## config.mk

```make
export PLATFORM = sky130hd
export DESIGN_NAME = bus_hold_arb
export DESIGN_NICKNAME = d
export VERILOG_FILES = /design/src/rtl/bus_hold_arb.sv
export SDC_FILE = /design/constraint.sdc
export NUM_CORES = 1
export LEC_CHECK = 0
export BUFFER_PORTS_ARGS = -buffer_cell sky130_fd_sc_hd__buf_2
export CELL_PAD_IN_SITES_DETAIL_PLACEMENT = 2
export CELL_PAD_IN_SITES_GLOBAL_PLACEMENT = 2
export CORE_AREA = 8 8 45 47
export DETAILED_ROUTE_END_ITERATION = 8
export DIE_AREA = 0 0 53 55
export GPL_TIMING_DRIVEN = 1
export PLACE_DENSITY = 0.54
export SLEW_MARGIN = 20
export SYNTH_ARGS = -nofsm -noshare
export SYNTH_HDL_FRONTEND = slang
export SYNTH_SLANG_ARGS = --single-unit
export TNS_END_PERCENT = 1
```

## constraint.sdc

```tcl
create_clock -name clk -period 1.1 [get_ports clk]
set_clock_uncertainty 0.1 [all_clocks]
set_input_delay 0.055 -clock clk [delete_from_list [all_inputs] [get_ports clk]]
set_output_delay 0.055 -clock clk [all_outputs]
set_load 0.03 [all_outputs]
```

## src/rtl/bus_hold_arb.sv

```systemverilog
module bus_hold_arb (
  input  logic clk,
  input  logic rst_n,
  input  logic int_req_i,
  input  logic more_pend_i,
  input  logic xfer_start_i,
  input  logic xfer_last_i,
  input  logic grant_i,
  output logic req_o,
  output logic start_ok_o,
  output logic driven_o,
  output logic oe_o
);

  typedef enum logic [1:0] {FREE, RUN, PARK, DRAIN} st_t;

  st_t st, nx;
  logic accept;

  assign start_ok_o = grant_i && (st == PARK);
  assign accept     = start_ok_o && xfer_start_i;

  always_comb begin
    nx = st;
    unique case (st)
      FREE:  if (grant_i && req_o) nx = PARK;
      PARK:  if (!grant_i) nx = FREE;
             else if (xfer_start_i) nx = RUN;
      RUN:   if (xfer_last_i) nx = grant_i ? PARK : FREE;
             else if (!grant_i) nx = DRAIN;
      DRAIN: if (xfer_last_i) nx = grant_i ? PARK : FREE;
             else if (grant_i) nx = RUN;
      default: nx = FREE;
    endcase
  end

  always_ff @(posedge clk) begin
    if (!rst_n) begin
      st       <= FREE;
      req_o    <= 1'b0;
      driven_o <= 1'b0;
      oe_o     <= 1'b0;
    end else begin
      st       <= nx;
      driven_o <= (nx != FREE);
      oe_o     <= (nx != FREE);
      if (int_req_i)                  req_o <= 1'b1;
      else if (accept && !more_pend_i) req_o <= 1'b0;
    end
  end

endmodule


```

==> flow_metrics.tcl <==
set metrics [dict create \
    outcome "finished clean" \
    final.setup.tns_ns 0 \
    r2r_end "st[1]$_SDFF_PN0_" \
    cts_root_buf "clkbuf_4" \
    worst_pin_slew_ns 0.2744 \
    pwr-share-clk_pct 46.0 \
    multi_input_area_um2 101.3 \
    grt_max_degree 5 \
    clock_latency_ns 0.25 \
    cp.depth 2 \
    rr_worst_depth 3 \
    rsz0062_at_grt "true" \
    first_global_vias 243 \
    final_cell_mix "9 x buf_2, 3 x clkbuf_4, 3 x dfxtp_2" \
    drc 0 \
    drt-total-wl_um 720 \
    rr_startpoint "st[0]$_SDFF_PN0_" \
    syn_nets 27 \
    combPwrFrac_pct 16.5 \
    num_vias 213 \
    clock-sinks 4 \
    overflow 0 \
    slew_violations 0 \
    leakagePower_nw 0.1553 \
    clock.fmax_mhz 910.6 \
    syn-cell-area_um2 185.2 \
    htree_levels 1 \
    stdcell_count 52 \
    slew_headroom_pct 81.67 \
    power_frac_seq_pct 37.5 \
    finalSetupViolations 0 \
    coreArea_um2 1384 \
    cp.required_ns 0.94 \
    swShare_pct 27.42 \
    hold_viol 0 \
    regArea_um2 83.83 \
    internal_power_mw 0.3093 \
    fin_ws_ns 0.001787 \
    ys_seq_area_share_pct 43.24 \
    n_antenna_cell 0 \
    synth_top_area_share_pct 43.24 \
    cp.arrival_ns 0.94 \
    fin_crit_sh_pct 99.84 \
    synth.avg_cell_area_um2 9.259 \
    hold_end "req_o$_SDFFE_PN0P_" \
    ys_top_cells_by_area "dfxtp_1 43%, a2111oi_2 8.1%, o311a_2 6.1%" \
    dp_hpwl_um 522.7 \
    yosysTopAreaCell "dfxtp_1" \
    r2r_slack_ns 0.05 \
    holdPathStages 3 \
    io_pins 11 \
    critical_path.endpoint_type "output pin" \
    critPathMaxFanout 2 \
    wl_per_cell_um 13.85 \
    syn_inst 20 \
    vias_per_cell 4.096 \
    cp-start-kind "flop" \
    layout_commonest_cell "buf_2" \
    grt_usage_pct 5.792 \
    drive_gt1_share_pct 61.11 \
    path_class "flop to output pin" \
    path_clk_slew_ns 0.04 \
    layout_min_cycle_time_ns 1.098 \
    critPathTopFamily "flip-flops" \
    whs_ns 0.009074 \
    ys_ff_latch 4 \
    cts_tree "yes" \
    nets 45 \
    area_delta_synth_final_pct 74.32 \
    cap_violations 0 \
    cts_buffers 3 \
    irDropWorstVdd_uv 273.8 \
    ys_types 14 \
    numPortBuffers 10 \
    initial_utilization_pct 13.38 \
    drt_iter0_markers 1 \
    hold_path.class "input port to flop" \
    die_h_um 55 \
    rows 14 \
    critPathBufInv 1 \
    nFillCells 162 \
    clock_path_buffers 2 \
    die_area_um2 2915 \
    yosysWarnings 0 \
    cpPeakStageDelay_ns 0.32 \
    power_switching_mw 0.1168 \
    fp.dieW_um 53 \
    gp_congestion 0.6971 \
    antenna_found_initial 0 \
    worstPathCellList "and3b_2 > buf_6" \
    p_per_area_nw_per_um2 1320 \
    grt_pass1_wl_um 1159 \
    final_area_um2 322.8 \
    dp.cells 45 \
    ant_nets 0 \
    hp-start "more_pend_i" \
    post-place-ws_ns 0.01164 \
    first_pass_iters 3 \
    slowest_stage "dfxtp_2" \
    place_area_um2 249.0 \
]
-- stage by stage --
step / util [%] / power, mW
2_1_floorplan: - / 0.1953
3_3_place_gp: 17.99 / 0.2180
3_5_place_dp: 17.99 / 0.2208
4_1_cts: 22.78 / 0.4316
5_1_grt: 23.33 / 0.4412
6_report: 23.33 / 0.4261
-- per-layer routing --
layer  global-route usage, %  share of wire, %
met1                   4.863                36
met5                       0                 0
met3                   2.139               6.8
met2                   9.375                53
met4                   7.759               3.6
-- state kept, by name, summed over array words and instances, names as in the netlist --
signal,flops
st,2
req_o,1
oe_o,1
-- synthesized netlist by cell type --
cell and instances:
dfxtp_1 4, nand2_1 2, nor2_1 2, o21ai_0 2
a2111oi_2 1, a21boi_0 1, a31oi_1 1, and3b_2 1
buf_4 1, inv_1 1, nand2b_1 1, nand3_1 1
o21a_1 1, o311a_2 1
-- power groups by stage --
stage	Combinational, mW	Sequential, mW	Clock [mW]
final	0.0704	0.160	0.196
after global routing	0.0759	0.160	0.205
after CTS	0.0689	0.160	0.203
after detailed placement	0.0587	0.162	0
after global placement	0.0567	0.161	0
after floorplan	0.0255	0.170	0
-- tightest hold or removal path, stage by stage --
cell and delay [ns]:
buf_2 0.08, nor2_1 0.03, a31oi_1 0.14
-- cells by family (layout without fill, tap and decap cells) --
| kind of cell | count (synthesis) | count (layout) | share of synthesized area [%] |
|---|---|---|---|
| AOI/OAI and AO/OA | 7 | 7 | 31.08 |
| buffers and inverters | 2 | 18 | 6.081 |
| DFF | 4 | 4 | 43.24 |
| and+or+nand+nor | 7 | 7 | 19.60 |
-- area by class of cell --
class | instances | share of cell area (%)
clock buffer | 3 | 6.977
inverter | 1 | 1.163
sequential | 4 | 25.97
timing repair buffer | 14 | 28.29
tap | 16 | 6.202
multi-input combinational | 14 | 31.40
-- worst max-delay path by stage --
stage,slack [ns],to,start
after global placement,0.08,st[1]$_SDFF_PN0_,st[1]$_SDFF_PN0_
after CTS,0.002,start_ok_o,st[0]$_SDFF_PN0_
after global routing,-0.02,start_ok_o,st[0]$_SDFF_PN0_
final,0.002,start_ok_o,st[0]$_SDFF_PN0_
after floorplan,0.002,st[1]$_SDFF_PN0_,req_o$_SDFFE_PN0P_
after detailed placement,0.01,st[1]$_SDFF_PN0_,st[1]$_SDFF_PN0_
-- what timing repair did --
item,4_1_cts,5_1_grt
resized for setup,4,2
hold buffers,2,0
setup endpoints to repair,1,3
setup buffers,2,0
gates cloned,0,0
endpoints found under the hold margin,3,0
pin swaps,0,0
Note: power is estimated with default switching activity, not from simulation.
